===== src/rtl/divu_pkg.sv =====
package divu_pkg;
    typedef enum logic [1:0] {
        ST_IDLE   = 2'd0,
        ST_RUN    = 2'd1,
        ST_FINISH = 2'd2
    } divu_state_e;
endpackage


===== src/rtl/divu_step.sv =====
// One restoring shift-subtract step: brings in the next dividend bit,
// subtracts the divisor when it fits, and shifts a quotient bit in.
module divu_step #(
    parameter int W = 8
) (
    input  logic [W-1:0] rem_i,
    input  logic [W-1:0] quo_i,
    input  logic [W-1:0] dvs_i,
    output logic [W-1:0] rem_o,
    output logic [W-1:0] quo_o
);
    logic [W:0] trial;
    logic [W:0] diff;
    logic       fits;

    always_comb begin
        trial = {rem_i, quo_i[W-1]};
        diff  = trial - {1'b0, dvs_i};
        fits  = (trial >= {1'b0, dvs_i});
        rem_o = fits ? diff[W-1:0] : trial[W-1:0];
        quo_o = {quo_i[W-2:0], fits};
    end
endmodule


===== src/rtl/divu_fsm.sv =====
module divu_fsm
    import divu_pkg::*;
#(
    parameter int STEPS = 4
) (
    input  logic clk,
    input  logic rst_n,
    input  logic start,
    output logic busy,
    output logic done,
    output logic load,
    output logic last
);
    localparam int CNT_W = (STEPS > 1) ? $clog2(STEPS) : 1;

    divu_state_e      state_q, state_d;
    logic [CNT_W-1:0] cnt_q, cnt_d;

    always_ff @(posedge clk or negedge rst_n) begin
        if (!rst_n) begin
            state_q <= ST_IDLE;
            cnt_q   <= '0;
        end else begin
            state_q <= state_d;
            cnt_q   <= cnt_d;
        end
    end

    always_comb begin
        state_d = state_q;
        cnt_d   = cnt_q;
        unique case (state_q)
            ST_IDLE: begin
                cnt_d = '0;
                if (start) state_d = ST_RUN;
            end
            ST_RUN: begin
                if (cnt_q == CNT_W'(STEPS - 1)) begin
                    state_d = ST_FINISH;
                    cnt_d   = '0;
                end else begin
                    cnt_d = cnt_q + 1'b1;
                end
            end
            ST_FINISH: state_d = ST_IDLE;
            default:   state_d = ST_IDLE;
        endcase
    end

    always_comb begin
        busy = (state_q == ST_RUN);
        done = (state_q == ST_FINISH);
        load = (state_q == ST_IDLE) && start;
        last = busy && (cnt_q == CNT_W'(STEPS - 1));
    end
endmodule


===== src/rtl/octet_divider.sv =====
module octet_divider #(
    parameter int DATA_W       = 8,
    parameter int BITS_PER_CYC = 2
) (
    input  logic              clk,
    input  logic              rst_n,
    input  logic              start,
    input  logic [DATA_W-1:0] acc_in,
    input  logic [DATA_W-1:0] b_in,
    output logic              busy,
    output logic              done,
    output logic [DATA_W-1:0] acc_out,
    output logic [DATA_W-1:0] b_out,
    output logic              cy_out,
    output logic              ov_out
);
    localparam int STEPS = DATA_W / BITS_PER_CYC;

    logic              load, last;
    logic [DATA_W-1:0] rem_q, quo_q, dvs_q;
    logic              zero_q;
    logic [DATA_W-1:0] rem_ch [BITS_PER_CYC+1];
    logic [DATA_W-1:0] quo_ch [BITS_PER_CYC+1];

    divu_fsm #(.STEPS(STEPS)) u_fsm (
        .clk   (clk),
        .rst_n (rst_n),
        .start (start),
        .busy  (busy),
        .done  (done),
        .load  (load),
        .last  (last)
    );

    assign rem_ch[0] = rem_q;
    assign quo_ch[0] = quo_q;

    for (genvar g = 0; g < BITS_PER_CYC; g++) begin : g_step
        divu_step #(.W(DATA_W)) u_step (
            .rem_i (rem_ch[g]),
            .quo_i (quo_ch[g]),
            .dvs_i (dvs_q),
            .rem_o (rem_ch[g+1]),
            .quo_o (quo_ch[g+1])
        );
    end

    // Working registers: dividend shifts out as quotient shifts in.
    always_ff @(posedge clk or negedge rst_n) begin
        if (!rst_n) begin
            rem_q  <= '0;
            quo_q  <= '0;
            dvs_q  <= '0;
            zero_q <= 1'b0;
        end else if (load) begin
            rem_q  <= '0;
            quo_q  <= acc_in;
            dvs_q  <= b_in;
            zero_q <= (b_in == '0);
        end else if (busy) begin
            rem_q  <= rem_ch[BITS_PER_CYC];
            quo_q  <= quo_ch[BITS_PER_CYC];
        end
    end

    // Architectural results, updated only at completion.
    always_ff @(posedge clk or negedge rst_n) begin
        if (!rst_n) begin
            acc_out <= '0;
            b_out   <= '0;
            cy_out  <= 1'b0;
            ov_out  <= 1'b0;
        end else if (last) begin
            acc_out <= quo_ch[BITS_PER_CYC];
            b_out   <= rem_ch[BITS_PER_CYC];
            cy_out  <= 1'b0;
            ov_out  <= zero_q;
        end
    end
endmodule


===== config.mk =====
export PLATFORM = sky130hd
export DESIGN_NAME = octet_divider
export DESIGN_NICKNAME = d
export VERILOG_FILES = /design/src/rtl/divu_pkg.sv /design/src/rtl/divu_step.sv /design/src/rtl/divu_fsm.sv /design/src/rtl/octet_divider.sv
export SDC_FILE = /design/constraint.sdc
export NUM_CORES = 1
export LEC_CHECK = 0
export BUFFER_PORTS_ARGS = -buffer_cell sky130_fd_sc_hd__buf_4
export CAP_MARGIN = 10
export CORE_ASPECT_RATIO = 0.8
export CORE_MARGIN = 2
export CORE_UTILIZATION = 53
export DETAILED_ROUTE_END_ITERATION = 10
export GPL_ROUTABILITY_DRIVEN = 0
export GPL_TIMING_DRIVEN = 0
export PLACE_DENSITY_LB_ADDON = 0.25
export RECOVER_POWER = 50
export SETUP_SLACK_MARGIN = 0.3
export SLEW_MARGIN = 20
export SYNTH_ARGS = -nofsm -noshare
export SYNTH_HDL_FRONTEND = slang
export SYNTH_SLANG_ARGS = --single-unit

===== constraint.sdc =====
create_clock -name clk -period 4 [get_ports clk]
set_input_delay 0.4 -clock clk [delete_from_list [all_inputs] [get_ports clk]]
set_output_delay 0.4 -clock clk [all_outputs]
set_load 0.01 [all_outputs]

# Word-level counts from Yosys, hierarchy flattened
# Index checks and enable logic that the tools add are counted.
[classes]
mux = 11
order_cmp = 2
reduce_logical = 7
addsub = 3
eq_ne = 5
[op_table]
columns = ["operator", "n"]
rows = [
  ["$mux W8", 6],
  ["$ge A9 B8 Y1", 2],
  ["$sub A8 B8 Y8", 2],
  ["$logic_not A8 Y1", 1],
  ["$pmux W2 S2", 2],
  ["$mux W2", 3],
  ["$eq A2 B2 Y1 const B", 2],
  ["$reduce_bool A2 Y1", 2],
  ["$add A2 B1 Y2 const B", 1],
  ["$eq A2 B1 Y1 const B", 1],
  ["$logic_and A1 B1 Y1", 2],
  ["$logic_not A2 Y1", 1],
  ["$ne A2 B1 Y1 const B", 1],
  ["$ne A2 B2 Y1 const B", 1],
  ["$reduce_and A2 Y1", 1],
]
[totals]
output_inout_bits = 20
in_bits = 19
ff_bits = 46
wordCells = 37

# Longest topological paths before layout
# Gate-level depths: netlist of run 1.
[logic_depth]
word_depth = 6
depth_mapped = 17
ltp_nobuf = 16

# By module
# Synthesis of run 1 repeated with hierarchy kept, for this count alone.
[unflattened]
cells_unflattened = 292
area_unflattened_um2 = 3123.0
[by_module_without_submodules]
columns = ["mod", "seq_area_each_um2", "area_each_um2", "cells_per_inst", "n_inst"]
rows = [
  ["octet_divider", 1051.0, 1783.0, 121, 1],
  ["divu_step (g_step[1].u_step)", 0.0, 580.6, 77, 1],
  ["divu_step (g_step[0].u_step)", 0.0, 571.8, 78, 1],
  ["divu_fsm", 100.1, 187.7, 16, 1],
]

# Least setup slack after synthesis of run 1
# OpenSTA, ideal clock, no wires.
[synth_timing]
path_type = "register to register"
from = "register dvs_q[1]"
to = "register quo_q[0]"
t_required_ns = 3.869
n_path_buf = 2
path_stages_with_launch = 17
period_less_slack_ns = 3.759
setup_time_ns = 0.131
arrival_ns = 3.629
setup_slack_ns = 0.241
cell_sequence = "dfrtp_1 > inv_1 > ha_1 > nor2b_1 > o2111a_1 > o21ai_2 > clkbuf_1 > a211oi_1 > or2_2 > ha_1 > a211o_1 > a31oi_1 > a32oi_1 > a31o_2 > buf_6 > o32ai_1 > o21ai_1"
[synth_via]
elab_chain_cells = 5
word_cells_on_any_way = 6
classes_between = "add/sub: 1; order compare: 2; mux: 3"
[synth_lines]
columns = ["element", "line", "source"]
rows = [
  ["start, declared", "octet_divider.sv:20", "logic [DATA_W-1:0] rem_q, quo_q, dvs_q;"],
  ["start signal, assigned", "octet_divider.sv:58", "dvs_q <= b_in;"],
  ["$sub A8 B8 Y8 or $ge A9 B8 Y1 (tied branches)", "divu_step.sv:18, divu_step.sv:19", ""],
  ["$mux W8", "divu_step.sv:20", "rem_o = fits ? diff[W-1:0] : trial[W-1:0];"],
  ["$ge A9 B8 Y1 (*)", "divu_step.sv:19", "fits = (trial >= {1'b0, dvs_i});"],
  ["$mux W8 (*)", "octet_divider.sv:60", "end else if (busy) begin"],
  ["$mux W8 (*)", "octet_divider.sv:55", "end else if (load) begin"],
  ["end signal, assigned", "octet_divider.sv:57", "quo_q <= acc_in;"],
  ["end signal, assigned", "octet_divider.sv:62", "quo_q <= quo_ch[BITS_PER_CYC];"],
  ["end, declared", "octet_divider.sv:20", ""],
]
# Mark *: on every way between the ends. The rest lies on a longest branch, timed or not. The select of a mux whose other input is x is not followed.
# A chain may end at the register's enable or synchronous reset.

# Worst setup path in the final report of run 1
[layout_timing]
from = "register rem_q[4]"
to = "register b_out[2]"
[layout_via]
elab_chain_cells = 4
word_cells_on_any_way = 6
classes_between = "add/sub: 2; order compare: 2; mux: 2"
[layout_lines]
columns = ["element", "line", "source"]
rows = [
  ["start, declared", "octet_divider.sv:20", ""],
  ["start signal, assigned", "octet_divider.sv:61", "rem_q <= rem_ch[BITS_PER_CYC];"],
  ["$ge A9 B8 Y1 or $sub A8 B8 Y8 (tied branches)", "divu_step.sv:19, divu_step.sv:18", ""],
  ["$mux W8 (*)", "divu_step.sv:20", ""],
  ["$sub A8 B8 Y8 or $ge A9 B8 Y1 (tied branches)", "divu_step.sv:18, divu_step.sv:19", ""],
  ["$mux W8 (*)", "divu_step.sv:20", ""],
  ["end signal, assigned", "octet_divider.sv:75", "b_out <= rem_ch[BITS_PER_CYC];"],
  ["end, declared", "octet_divider.sv:13", "output logic [DATA_W-1:0] b_out,"],
]
# Mark *: on every way between the ends. The rest lies on a longest branch, timed or not.

==> out/metrics.yaml, run 1 <==
status: "finished, violations left"
violations: "capacitance limit, slew limit"
critical_path_buf_inv_count: 3
clock_sinks: 46
min_from: "b_in[6]"
final_cells: 508
dp_hpwl_mm: 6.17
crit_family: "compound AO/OA/AOI/OAI gates"
avgSynthCellArea_um2: 8.89
cpMaxStageDelayCell: "dfrtp_1"
syn2layout_area_growth_pct: 34.4
grt_max_degree: 47
maxCapViolations: 1
synth_async_sr_flop_share_pct: 100
hold_viol_final: 0
die_x_um: 89.5
route.detailed.drc: 0
synth.yosys.seq_area_share_pct: 37.1
yosysUniqueCellTypes: 61
start_kind: "flip-flop"
viasPerCell: 6.72
track_usage_pct: 30.6
grt_first_pass_wirelength_mm: 14.9
routed_wl_mm: 10.9
dp_cells: 464
die_y_um: 72.4
globalRoute.totalOverflow: 0
cts_buffer_depth: 2
synth_edf_count: 0
avgRoutedWirePerCell_um: 21.5
htreeDepth: 2
dr_wl_met3_mm: 1.38
regToRegStartpoint: "rem_q[4]"
cts.hold.buffers_added: 0
core-area_mm2: 0.00556
pin_count: 39
drtAntennaViolNets: 0
rsz0062_at_grt: "yes"
netlist_instances: 349
synth_seq_cells: 46
io_buffer_count: 37
critical_path.cell_chain: "ha_4 > nand4_1 > o221a_1 > buf_6 > buf_8 > a211oi_4 > or2_4 > ha_4 > a211o_1 > a31oi_2 > a32oi_2 > a31o_2 > buf_8 > nor2_4 > o211ai_1"
cts_made_buffers: 5
clk_pin_slew_ns: 0.09
grt_antenna_before_repair: 0
synth_top_area_share_pct: 37.1
tns_ns: 0
synthTopCellsByArea: "dfrtp_1 37%, nand2_1 7.4%, ha_1 6.9%"
period_share_pct: 100
slew_viol_final: 47
setup_viol: 0
first_global_vias: 2922
drive_gt1_share_pct: 34.0
wl_met2_mm: 4.70
yosys_warnings: 0
synthFlopType: "dfrtp_1"
cts_tree: "done"
wl_met1_mm: 4.22
clk_latency_ns: 0.31
required_ns: 4.17
num_rows: 24
cp.arrival_ns: 4.17
root_buffer: "clkbuf_8"
syn_area_mm2: 0.00310
top_layer_used: "met4"
fillCellCount: 367
nets: 467
post-route-min-period_ns: 4.00
drtIter0Drc: 396
final_util_pct: 75.0
firstDrtPassIters: 6
fin_skew_ns: 0.0124
num_vias: 3415
hold_path.class: "in2reg"
end_kind: "flip-flop"
hold_slack_ns: 0.302
die_area_mm2: 0.00649
antenna_cells: 0
timing.slew.headroom_pct: -64.7
max_stage_delay_ns: 0.46
start_util_pct: 55.9
crit_start: "rem_q[4]"
synth_top_cell_by_area: "dfrtp_1"
critPathKind: "reg2reg"
cp_max_fo: 7
worst_slew_pin_slew_ns: 2.47
max_freq_mhz: 250
synth_nets: 387
==> worst paths after layout <==
path | cells after the start | slack [ns] | to
max | 15 | 0.001 | b_out[2]
min | 3 | 0.30 | dvs_q[6]
max reg2reg | 15 | 0.001 | b_out[2]
min reg2reg | 2 | 0.48 | acc_out[2]
max in group asynchronous | 1 | 1.58 | rem_q[6]
min in group asynchronous | 1 | 0.84 | dvs_q[7]
==> worst register-to-register path, delay by kind of cell (launching register included) <==
| kind | cells | cell delay [ns] |
|---|---|---|
| and+or+nand+nor | 3 | 0.60 |
| DFF | 1 | 0.46 |
| AOI/OAI and AO/OA | 7 | 1.83 |
| adders and majority gates | 2 | 0.54 |
| buffers and inverters | 3 | 0.45 |
==> cell type report <==
cell class              instances  area (µm²)  area share [%]
clock inverters                 2        12.5           0.300
well taps                      78        97.6            2.34
inverters                      19        71.3            1.71
repair buffers                 73         539            12.9
plain buffers                  19         131            3.15
multi-input cells             265        2080            49.9
flip-flops and latches         46        1150            27.7
clock buffers                   6        82.6            1.98
==> per-layer routing <==
layer	global-route usage (%)	vias to the layer above
met4	11.3	0
met2	45.9	310
met1	43.8	1579
met3	5.92	84
li1	-	1442
met5	0	-
==> timing repair <==
item	CTS	global route
setup buffers	14	20
setup endpoints to repair	18	18
gates cloned	1	1
pin swaps	13	25
resized for setup	45	33
==> sequential cells by signal, indices dropped and copies added, names as in the netlist <==
name	cells
dvs_q	8
acc_out	8
u_fsm.state_q	2
u_fsm.cnt_q	2
ov_out	1
rem_q	8
b_out	8
quo_q	8
zero_q	1
==> synth_stat cells, drive strengths merged, types with 2 or more instances <==
cell	instances
a211o	4
a211oi	3
a21boi	4
a21o	2
a21oi	14
a22oi	6
a31oi	5
a32oi	2
and2	2
and3	9
buf	8
clkbuf	11
dfrtp	46
fa	2
ha	17
inv	18
mux2i	2
nand2	61
nand2b	3
nand3	12
nand4	4
nor2	8
nor2b	12
nor3	5
nor4	4
o2111ai	13
o211ai	8
o21a	2
o21ai	27
o21bai	2
o311ai	2
o31ai	3
o32ai	2
or2	7
xnor2	3
xor2	3
==> cell usage in the layout (no fill, tap or decap), types with 4 or more instances in the layout <==
master,synthesis,layout
o2111ai_1,13,12
nand3_1,11,11
o211ai_1,8,8
and3_1,9,6
a22oi_1,6,6
dfrtp_1,46,44
ha_1,17,4
nand2_1,61,61
inv_2,0,8
nor2_1,7,7
a211o_1,4,4
nand4_1,4,4
clkbuf_1,11,18
o21ai_0,24,22
a21oi_1,13,10
inv_1,18,10
nor2b_1,12,11
buf_4,2,63
or2_4,0,4
buf_6,3,4
clkbuf_8,0,7
ha_4,0,12
nor3_1,5,4
==> metrics by stage <==
stage	cell area (µm²)	setup WS, ns
after floorplan	3110	0.319
after global placement	3480	-0.272
after detailed placement	3480	-0.341
after CTS	3910	0.287
after global routing	4170	-0.0970
final	4170	0.00111
==> cells by family (layout without fill, tap and decap cells) <==
logic type / after synthesis / count (layout) / share of synthesized area (%)
buffers and inverters: 38 / 119 / 5.64
XOR/XNOR: 6 / 6 / 1.69
multiplexers: 3 / 3 / 1.01
adder cells (fa/ha/maj): 19 / 19 / 8.15
flip-flops: 46 / 46 / 37.1
other: 1 / 1 / 0.121
AO/OA/AOI/OAI: 108 / 108 / 25.9
AND/OR/NAND/NOR: 128 / 128 / 20.4
Power of run 1 is not shown: default switching activity piles up to over one toggle a cycle in this logic, so the estimate is an artifact.
==> inputs of run 2 (changes only) <==
--- a/config.mk
+++ b/config.mk
@@ -9,13 +9,14 @@
 export CAP_MARGIN = 10
 export CORE_ASPECT_RATIO = 0.8
 export CORE_MARGIN = 2
-export CORE_UTILIZATION = 53
+export CORE_UTILIZATION = 54
+export CTS_BUF_LIST = sky130_fd_sc_hd__clkbuf_4
 export DETAILED_ROUTE_END_ITERATION = 10
 export GPL_ROUTABILITY_DRIVEN = 0
 export GPL_TIMING_DRIVEN = 0
 export PLACE_DENSITY_LB_ADDON = 0.25
 export RECOVER_POWER = 50
-export SETUP_SLACK_MARGIN = 0.3
+export SETUP_SLACK_MARGIN = 0.1
 export SLEW_MARGIN = 20
 export SYNTH_ARGS = -nofsm -noshare
 export SYNTH_HDL_FRONTEND = slang
==> run 2 against run 1 <==
Compared with the run above: worst setup slack better by 0.20 ns; non-clock buffer count shrank 20; clock-buffer cell count unchanged; sequential share of layout area is 1.7 points higher; register-to-register slack better by 0.20 ns; largest cell class unchanged; the run still ends with capacitance limit, slew limit left; cell area shrank 5.8%.
==> out/metrics.yaml, run 2 (synthesized netlist as in run 1, its figures left out) <==
syn2layout_area_growth_pct: 26.5  # was 34.4%
tns_ns: 0  # unchanged
die_x_um: 88.8  # was 89.5 µm
grt_antenna_before_repair: 0  # unchanged
drive_gt1_share_pct: 28.8  # was 34.0%
setup_viol: 0  # unchanged
drtIter0Drc: 297  # was 396
end_kind: "flip-flop"  # unchanged
critPathMostFrequentCell: "ha_4"
num_rows: 24  # unchanged
crit_family: "compound AO/OA/AOI/OAI gates"  # unchanged
max_stage_delay_ns: 0.48  # was 0.46 ns
antenna_cells: 0  # unchanged
layout_commonest_cell: "nand2_1"  # was buf_4
pin_count: 39  # unchanged
htreeDepth: 2  # unchanged
fin_skew_ns: 0.0133  # was 0.0124 ns
dp_hpwl_mm: 6.28  # was 6.17 mm
globalRoute.totalOverflow: 0  # unchanged
clock_sinks: 46  # unchanged
drtAntennaViolNets: 0  # unchanged
root_buffer: "clkbuf_4"  # was clkbuf_8
clk_pin_slew_ns: 0.15  # was 0.09 ns
hold_viol_final: 0  # unchanged
start_kind: "flip-flop"  # unchanged
cp_max_fo: 10  # was 7
critPathKind: "reg2reg"  # unchanged
status: "finished, violations left"  # unchanged
rsz0062_at_grt: "no"  # was yes
die_area_mm2: 0.00637  # was 0.00649 mm²
cpMaxStageDelayCell: "dfrtp_2"  # was dfrtp_1
grt_util_met1_pct: 44.0  # was 43.8%
required_ns: 4.26  # was 4.17 ns
stdcell_area_mm2: 0.00393  # was 0.00417 mm²
max_freq_mhz: 263  # was 250 MHz
cp.arrival_ns: 4.06  # was 4.17 ns
clk_latency_ns: 0.38  # was 0.31 ns
start_util_pct: 56.5  # was 55.9%
routed_wl_mm: 9.23  # was 10.9 mm
setup_ws_ns: 0.200  # was 0.00111 ns
track_usage_pct: 29.9  # was 30.6%
timing.slew.headroom_pct: -63.9  # was -64.7%
met2_usage_pct: 45.7  # was 45.9%
slew_viol_final: 47  # unchanged
first_global_vias: 2849  # was 2922
cts_made_buffers: 5  # unchanged
nets: 447  # was 467
firstDrtPassIters: 5  # was 6
grt_use_met3_pct: 5.65  # was 5.92%
maxCapViolations: 1  # unchanged
num_vias: 3063  # was 3415
die_y_um: 71.8  # was 72.4 µm
io_buffer_count: 37  # unchanged
post-route-min-period_ns: 3.80  # was 4.00 ns
violations: "capacitance limit, slew limit"  # unchanged
core-area_mm2: 0.00550  # was 0.00556 mm²
critical_path.cell_chain: "ha_4 > nand2_1 > nor3_4 > o21ai_4 > buf_4 > and3_1 > or2_2 > ha_4 > a211o_1 > a31oi_2 > a32oi_2 > a31o_2 > buf_6 > nor2_4 > o211ai_1"  # was ha_4 > nand4_1 > o221a_1 > buf_6 > buf_8 > a211oi_4 > or2_4 > ha_4 > a211o_1 > a31oi_2 > a32oi_2 > a31o_2 > buf_8 > nor2_4 > o211ai_1
cts_buffer_depth: 2  # unchanged
place_ws_ns: -0.463  # was -0.341 ns
viasPerCell: 6.28  # was 6.72
cts_tree: "done"  # unchanged
route.detailed.drc: 0  # unchanged
avgRoutedWirePerCell_um: 18.9  # was 21.5 µm
critical_path_buf_inv_count: 2  # was 3
worst_slew_pin_slew_ns: 2.46  # was 2.47 ns
layout_common_cells: "60 x nand2_1, 47 x buf_4, 43 x dfrtp_1"  # was 63 x buf_4, 61 x nand2_1, 44 x dfrtp_1
grt_max_degree: 47  # unchanged
placed_area_mm2: 0.00348  # about the same
hold_path.class: "in2reg"  # unchanged
period_share_pct: 95.0  # was 100%
grt_first_pass_wirelength_mm: 14.5  # was 14.9 mm
top_usage_layer: "met2"  # unchanged
## run 2: changes by cell type in the layout (fill, tap and decap cells not counted), sizes merged
cell      before  now
clkbuf        27   23
clkinvlp       1    2
clkinv         2    1
inv           18   17
buf           71   55
bufinv         0    1
## run 2: layout make-up
type,count,area [µm²]
tap,78,97.6
multi-input combinational,265,2030
sequential,46,1150
fill,420,1570
timing repair buffer,53,368
clock buffer,6,45.0
inverter,19,75.1
buffer,19,123
clock inverter,2,37.5
## run 2: layer usage
metal	wire, µm	up-vias
met5	0	-
li1	-	1404
met3	834	35
met2	4160	174
met1	3960	1450
met4	278	0
## run 2: metrics by stage
step | utilization, % | hold WS [ns] | instances
detailed placement | 63.3 | 0.442 | 464
global placement | 63.3 | 0.441 | 464
floorplan | - | 0.104 | 349
CTS | 68.1 | 0.0395 | 478
finish | 71.4 | 0.218 | 488
global route | 71.4 | 0.231 | 488
## run 2: timing repair
action	in CTS	in global routing
resized for setup	28	31
hold buffers	0	0
buffers inserted	6	10
setup endpoints to repair	18	18
pin swaps	3	12
## run 2: worst paths after layout
kind                              end  cells after the start       start  slack, ns
min in group asynchronous    dvs_q[7]                      1       rst_n       0.75
hold reg to reg            acc_out[5]                      2  acc_out[5]       0.49
max in group asynchronous    rem_q[0]                      1       rst_n       1.68
setup reg to reg             b_out[2]                     15    rem_q[4]       0.20
hold / removal               dvs_q[5]                      3     b_in[5]       0.22
setup / recovery             b_out[2]                     15    rem_q[4]       0.20
## run 2: worst reg2reg max path: stages, from the launching register on
cell      delay, ns
dfrtp_2        0.48
ha_4           0.32
nand2_1        0.12
nor3_4         0.27
o21ai_4        0.13
buf_4          0.17
and3_1         0.22
or2_2          0.35
ha_4           0.19
a211o_1        0.31
a31oi_2        0.18
a32oi_2        0.17
a31o_2         0.26
buf_6          0.15
nor2_4         0.23
o211ai_1       0.14
Power of run 2 is left out for the same reason.
